===== src/rtl/boot_id_pkg.sv =====
package boot_id_pkg;

    localparam int unsigned ID_W = 16;

    typedef enum logic [1:0] {
        MODE_NORMAL      = 2'b00,
        MODE_BOARD_TEST  = 2'b01,
        MODE_MFG_DEFAULT = 2'b10,
        MODE_PENDING     = 2'b11
    } boot_mode_e;

    typedef struct packed {
        logic [ID_W-1:0] vid;
        logic [ID_W-1:0] pid;
        logic [ID_W-1:0] did;
    } id_set_t;

    localparam int unsigned ID_SET_W = $bits(id_set_t);

endpackage


===== src/rtl/boot_strap_sampler.sv =====
module boot_strap_sampler #(
    parameter int unsigned SYNC_STAGES = 2
) (
    input  logic clk_i,
    input  logic rst_ni,
    input  logic pin_n_i,
    output logic strap_valid_o,
    output logic strap_low_o
);
    localparam int unsigned CNT_W = $clog2(SYNC_STAGES + 1);

    typedef struct packed {
        logic [SYNC_STAGES-1:0] sync;
        logic [CNT_W-1:0]       cnt;
        logic                   valid;
        logic                   low;
    } samp_t;

    samp_t st_d, st_q;

    always_comb begin
        st_d = st_q;
        // shift chain: stage 0 takes the raw pin
        st_d.sync[0] = pin_n_i;
        for (int i = 1; i < SYNC_STAGES; i++) begin
            st_d.sync[i] = st_q.sync[i-1];
        end
        if (!st_q.valid) begin
            if (st_q.cnt == CNT_W'(SYNC_STAGES)) begin
                st_d.valid = 1'b1;
                st_d.low   = ~st_q.sync[SYNC_STAGES-1];
            end else begin
                st_d.cnt = st_q.cnt + CNT_W'(1);
            end
        end
    end

    always_ff @(posedge clk_i or negedge rst_ni) begin
        if (!rst_ni) begin
            st_q.sync  <= '1;
            st_q.cnt   <= '0;
            st_q.valid <= 1'b0;
            st_q.low   <= 1'b0;
        end else begin
            st_q <= st_d;
        end
    end

    assign strap_valid_o = st_q.valid;
    assign strap_low_o   = st_q.low;

    // once latched, the strap never changes again
    assert_strap_latched_R5: assert property (@(posedge clk_i) disable iff (!rst_ni)
        strap_valid_o |=> (strap_valid_o && $stable(strap_low_o)));

endmodule


===== src/rtl/boot_id_arbiter.sv =====
module boot_id_arbiter
    import boot_id_pkg::*;
#(
    parameter logic [ID_W-1:0] DEF_VID = 16'h04B4,
    parameter logic [ID_W-1:0] DEF_PID = 16'h6830,
    parameter logic [ID_W-1:0] DEF_DID = 16'h0000
) (
    input  logic       strap_low_i,
    input  logic       eeprom_present_i,
    input  id_set_t    eeprom_id_i,
    input  id_set_t    fuse_id_i,
    output boot_mode_e mode_o,
    output id_set_t    id_o
);
    logic fuse_blank;
    id_set_t def_id;

    assign def_id     = '{vid: DEF_VID, pid: DEF_PID, did: DEF_DID};
    assign fuse_blank = (fuse_id_i == '0);

    always_comb begin
        // identity source: EEPROM, then fuses, then defaults
        if (eeprom_present_i) begin
            id_o = eeprom_id_i;
        end else if (!fuse_blank) begin
            id_o = fuse_id_i;
        end else begin
            id_o = def_id;
        end
        // mode: strap wins over everything
        if (strap_low_i) begin
            mode_o = MODE_BOARD_TEST;
        end else if (eeprom_present_i || !fuse_blank) begin
            mode_o = MODE_NORMAL;
        end else begin
            mode_o = MODE_MFG_DEFAULT;
        end
    end

endmodule


===== src/rtl/boot_id_select.sv =====
module boot_id_select
    import boot_id_pkg::*;
#(
    parameter logic [ID_W-1:0] DEF_VID     = 16'h04B4,
    parameter logic [ID_W-1:0] DEF_PID     = 16'h6830,
    parameter logic [ID_W-1:0] DEF_DID     = 16'h0000,
    parameter int unsigned     SYNC_STAGES = 2
) (
    input  logic                clk_i,
    input  logic                rst_ni,
    input  logic                ata_rst_n_i,
    input  logic                eeprom_done_i,
    input  logic                eeprom_present_i,
    input  logic [ID_W-1:0]     eeprom_vid_i,
    input  logic [ID_W-1:0]     eeprom_pid_i,
    input  logic [ID_W-1:0]     eeprom_did_i,
    input  logic                fuse_done_i,
    input  logic [ID_SET_W-1:0] fuse_word_i,
    output logic [1:0]          mode_o,
    output logic [ID_W-1:0]     vid_o,
    output logic [ID_W-1:0]     pid_o,
    output logic [ID_W-1:0]     did_o,
    output logic                done_o
);
    typedef struct packed {
        logic       decided;
        logic       done;
        boot_mode_e mode;
        id_set_t    id;
    } sel_t;

    logic       strap_valid, strap_low;
    boot_mode_e arb_mode;
    id_set_t    arb_id, eeprom_id, fuse_id;
    sel_t       st_d, st_q;

    assign eeprom_id = '{vid: eeprom_vid_i, pid: eeprom_pid_i, did: eeprom_did_i};
    assign fuse_id   = id_set_t'(fuse_word_i);

    boot_strap_sampler #(.SYNC_STAGES(SYNC_STAGES)) i_sampler (
        .clk_i         (clk_i),
        .rst_ni        (rst_ni),
        .pin_n_i       (ata_rst_n_i),
        .strap_valid_o (strap_valid),
        .strap_low_o   (strap_low)
    );

    boot_id_arbiter #(.DEF_VID(DEF_VID), .DEF_PID(DEF_PID), .DEF_DID(DEF_DID)) i_arbiter (
        .strap_low_i      (strap_low),
        .eeprom_present_i (eeprom_present_i),
        .eeprom_id_i      (eeprom_id),
        .fuse_id_i        (fuse_id),
        .mode_o           (arb_mode),
        .id_o             (arb_id)
    );

    always_comb begin
        st_d      = st_q;
        st_d.done = 1'b0;
        if (!st_q.decided && strap_valid && eeprom_done_i && fuse_done_i) begin
            st_d.decided = 1'b1;
            st_d.done    = 1'b1;
            st_d.mode    = arb_mode;
            st_d.id      = arb_id;
        end
    end

    always_ff @(posedge clk_i or negedge rst_ni) begin
        if (!rst_ni) begin
            st_q.decided <= 1'b0;
            st_q.done    <= 1'b0;
            st_q.mode    <= MODE_PENDING;
            st_q.id      <= '0;
        end else begin
            st_q <= st_d;
        end
    end

    assign mode_o = st_q.mode;
    assign vid_o  = st_q.id.vid;
    assign pid_o  = st_q.id.pid;
    assign did_o  = st_q.id.did;
    assign done_o = st_q.done;

    assert_strap_mode_R1: assert property (@(posedge clk_i) disable iff (!rst_ni)
        done_o |-> (strap_low == (mode_o == MODE_BOARD_TEST)));

    assert_wait_both_R6: assert property (@(posedge clk_i) disable iff (!rst_ni)
        done_o |-> $past(eeprom_done_i && fuse_done_i && strap_valid));

    assert_single_pulse_R7: assert property (@(posedge clk_i) disable iff (!rst_ni)
        done_o |=> !done_o);

    assert_hold_result_R8: assert property (@(posedge clk_i) disable iff (!rst_ni)
        st_q.decided |=> ($stable(mode_o) && $stable(vid_o) && $stable(pid_o)
                          && $stable(did_o) && !done_o));

    assert_pending_R9: assert property (@(posedge clk_i) disable iff (!rst_ni)
        !st_q.decided |-> (mode_o == MODE_PENDING && vid_o == '0 && !done_o));

endmodule


===== config.mk =====
export PLATFORM = sky130hd
export DESIGN_NAME = boot_id_select
export DESIGN_NICKNAME = d
export VERILOG_FILES = /design/src/rtl/boot_id_pkg.sv /design/src/rtl/boot_strap_sampler.sv /design/src/rtl/boot_id_arbiter.sv /design/src/rtl/boot_id_select.sv
export SDC_FILE = /design/constraint.sdc
export NUM_CORES = 1
export LEC_CHECK = 0
export ABC_AREA = 1
export BUFFER_PORTS_ARGS = -buffer_cell sky130_fd_sc_hd__buf_2
export CORE_ASPECT_RATIO = 2
export CORE_UTILIZATION = 50
export CTS_CLUSTER_DIAMETER = 100
export DETAILED_ROUTE_END_ITERATION = 10
export HOLD_SLACK_MARGIN = 0.12
export PLACE_DENSITY = 0.95
export SKIP_CTS_REPAIR_TIMING = 1
export SLEW_MARGIN = 20
export SYNTH_ARGS = -nofsm -noshare
export SYNTH_HDL_FRONTEND = slang
export SYNTH_SLANG_ARGS = --single-unit

===== constraint.sdc =====
create_clock -name clk_i -period 2.4 [get_ports clk_i]
set_clock_uncertainty 0.05 [all_clocks]
set_input_delay 0.48 -clock clk_i [delete_from_list [all_inputs] [get_ports clk_i]]
set_output_delay 0.48 -clock clk_i [all_outputs]
set_load 0.02 [all_outputs]

==> impl_metrics.py <==
metrics = {
    "cells_and_area": {
        "drive_gt1_frac": 0.340,
        "layout_commonest_cell": "buf_2",
        "nets": 619,
        "fillCellCount": 541,
        "utilization": 0.636,
        "final_cells": 605,
        "area_delta_synth_final_pct": 22.5,
        "final_cell_mix": "buf_2, nor2_1, nand2_1",
        "diodes": 0,
    },
    "clocking": {
        "cts_tree": "yes",
        "cts_sinks": 58,
        "clockRootBuffer": "clkbuf_16",
        "clockBufferDepth": 2,
        "htreeDepth": 3,
        "clk_pin_slew_ns": 0.05,
        "clk_latency_ns": 0.32,
        "numCtsBuffers": 9,
    },
    "power": {
        "p_per_area_nw_per_um2": 599,
        "power_switching_uw": 547,
        "clkPwrFrac": 0.490,
        "power.internal_uw": 1760,
        "finalPower_uw": 2310,
        "sw_frac_of_total": 0.237,
        "power_frac_comb": 0.083,
        "total_leakage_power_uw": 0.00221,
        "power_frac_seq": 0.427,
        "irDropWorstVdd_mv": 0.392,
    },
    "sta": {
        "tightest_slew_ns": 0.700,
        "timing.final.crit_share": 0.709,
        "min_period_ns": 1.70,
        "rsz0062_at_grt": "no",
        "fmax_mhz": 588,
        "setup_viol": 0,
        "final_hold_viol_count": 0,
        "maxSlewHeadroom": 0.533,
        "setup-tns-final_ns": 0,
        "drv_slew": 0,
    },
    "yosys": {
        "synth_area_um2": 3140,
        "synth_top_cell_by_area": "dfrtp_1",
        "syn_avg_cell_area_um2": 7.50,
        "synth.distinct_cells": 18,
        "synth_cells": 419,
        "ys_ff_latch": 58,
        "synth_area_leaders": "dfrtp_1, buf_4, a21oi_1",
        "synth_seq_area_share": 0.464,
        "synth_top_area_share": 0.430,
        "yosys_warnings": 0,
        "synth_nets": 522,
    },
    "drt": {
        "drtPass1Iterations": 8,
        "via_count": 3136,
        "vias_per_cell": 5.18,
        "wl_per_cell_um": 14.4,
        "route.met3.wl_um": 462,
        "wl_met2_mm": 4.74,
        "top_layer": "met4",
        "drc": 8,
        "drt_iter0_markers": 316,
        "wl_mm": 8.69,
        "wl_met1_mm": 3.14,
        "drt.antenna.violating_nets": 0,
    },
    "global_route": {
        "overflow": 0,
        "grt_pass1_wl_mm": 14.1,
        "antenna_found_initial": 0,
        "grt_pass1_vias": 3168,
        "grt_max_degree": 59,
        "grt.total_usage": 0.279,
    },
    "run_status": {
        "violations": "design-rule violations",
        "outcome": "finished, violations left",
    },
    "critical_path": {
        "cp-start-kind": "register",
        "crit_required_ns": 2.58,
        "path_class": "reg2reg",
        "cp.arrival_ns": 1.89,
        "end_kind": "register",
        "crit_fanout": 40,
    },
    "job": {
        "drv_cap": 0,
    },
    "floorplanning": {
        "die_area_um2": 6620,
        "rows": 40,
        "die_width_um": 58.1,
        "initial_core_util": 0.519,
        "io_pins": 153,
        "dieHeight_um": 114,
        "core_um2": 6060,
    },
    "placement": {
        "dp.cells": 589,
        "io_buffer_count": 152,
        "post-dp-hpwl_mm": 6.23,
        "gp_congestion": 0.877,
    },
    "worst_hold_path": {
        "worstHoldPathType": "in2async",
    },
}
==> cells by family (layout without fill, tap and decap cells) <==
| kind of cell | after synthesis | in the layout | synth area share |
|---|---|---|---|
| simple gates | 202 | 202 | 0.244 |
| xor+xnor | 1 | 1 | 0.00279 |
| fa+ha+maj | 1 | 1 | 0.00398 |
| compound gates | 80 | 80 | 0.128 |
| buf+inv | 77 | 179 | 0.158 |
| flops | 58 | 58 | 0.464 |
==> power groups by stage <==
| stage | Clock (uW) | Combinational, uW | Sequential, uW |
|---|---|---|---|
| final | 1130 | 192 | 984 |
| after global routing | 1180 | 214 | 984 |
| after CTS | 1140 | 192 | 984 |
| after detailed placement | 0 | 191 | 1000 |
| after global placement | 0 | 186 | 1000 |
| after floorplan | 0 | 59.1 | 1000 |
==> final timing paths <==
kind	from	end	slack (ns)	depth (start not counted)
max reg2reg	st_q[51]$_DFFE_PN0P_	did_o[3]$_DFFE_PN0P_	0.70	5
min in group clk_i	ata_rst_n_i	i_sampler.st_d[5]$_DFF_PN1_	0.23	1
min reg2reg	i_sampler.st_d[5]$_DFF_PN1_	i_sampler.st_q[5]$_DFF_PN1_	0.31	0
min	rst_ni	pid_o[10]$_DFFE_PN0P_	0.11	2
max	st_q[51]$_DFFE_PN0P_	did_o[3]$_DFFE_PN0P_	0.70	5
max in group asynchronous	rst_ni	mode_o[0]$_DFFE_PN1P_	1.90	2
==> worst max-delay path, cell delays in order (launching register included) <==
cell and delay (ns):
dfrtp_1 0.36, inv_1 0.07, nand4_1 0.24, inv_2 0.61, nor2_1 0.09, a21oi_1 0.18
==> synthesized netlist by cell type <==
cell type  number
nand4_1         1
o21ai_1         1
a21oi_1        77
a31oi_1         1
inv_1           4
dfrtp_1        54
xor2_1          1
nand2_1        97
clkbuf_1       14
inv_2           2
buf_2           4
buf_6           1
buf_4          52
nor2_1        102
ha_1            1
or2_1           2
dfstp_2         4
o21ai_0         1
==> stage by stage <==
stage / hold slack (ns) / worst slack, ns / area, um^2
4_1_cts: 0.115 / 0.713 / 3850
3_5_place_dp: 0.301 / 0.547 / 3580
2_1_floorplan: 0.134 / 1.03 / 3140
6_report: 0.106 / 0.698 / 3850
3_3_place_gp: 0.296 / 0.652 / 3580
5_1_grt: 0.127 / 0.527 / 3850
==> layer usage <==
| metal | up-vias | track usage |
|---|---|---|
| met2 | 154 | 0.480 |
| met4 | 0 | 0.156 |
| li1 | 1471 | - |
| met3 | 36 | 0.0531 |
| met1 | 1475 | 0.315 |
| met5 | - | 0 |
==> registers in the layout, summed over array words and instances (netlist names) <==
name / cells
done_o: 1
mode_o: 2
pid_o: 16
st_q: 1
i_sampler.strap_valid_o: 1
i_sampler.strap_low_o: 1
i_sampler.st_q: 3
did_o: 16
vid_o: 16
i_sampler.st_d: 1
==> cell type report <==
type,instances,area (um^2),area share
sequential,58,1460,0.378
multi-input combinational,284,1190,0.309
timing repair buffer,157,811,0.211
clock buffer,11,233,0.0605
tap,84,105,0.0273
clock inverter,5,32.5,0.00845
inverter,6,22.5,0.00585
(Power assumes the default switching activity.)
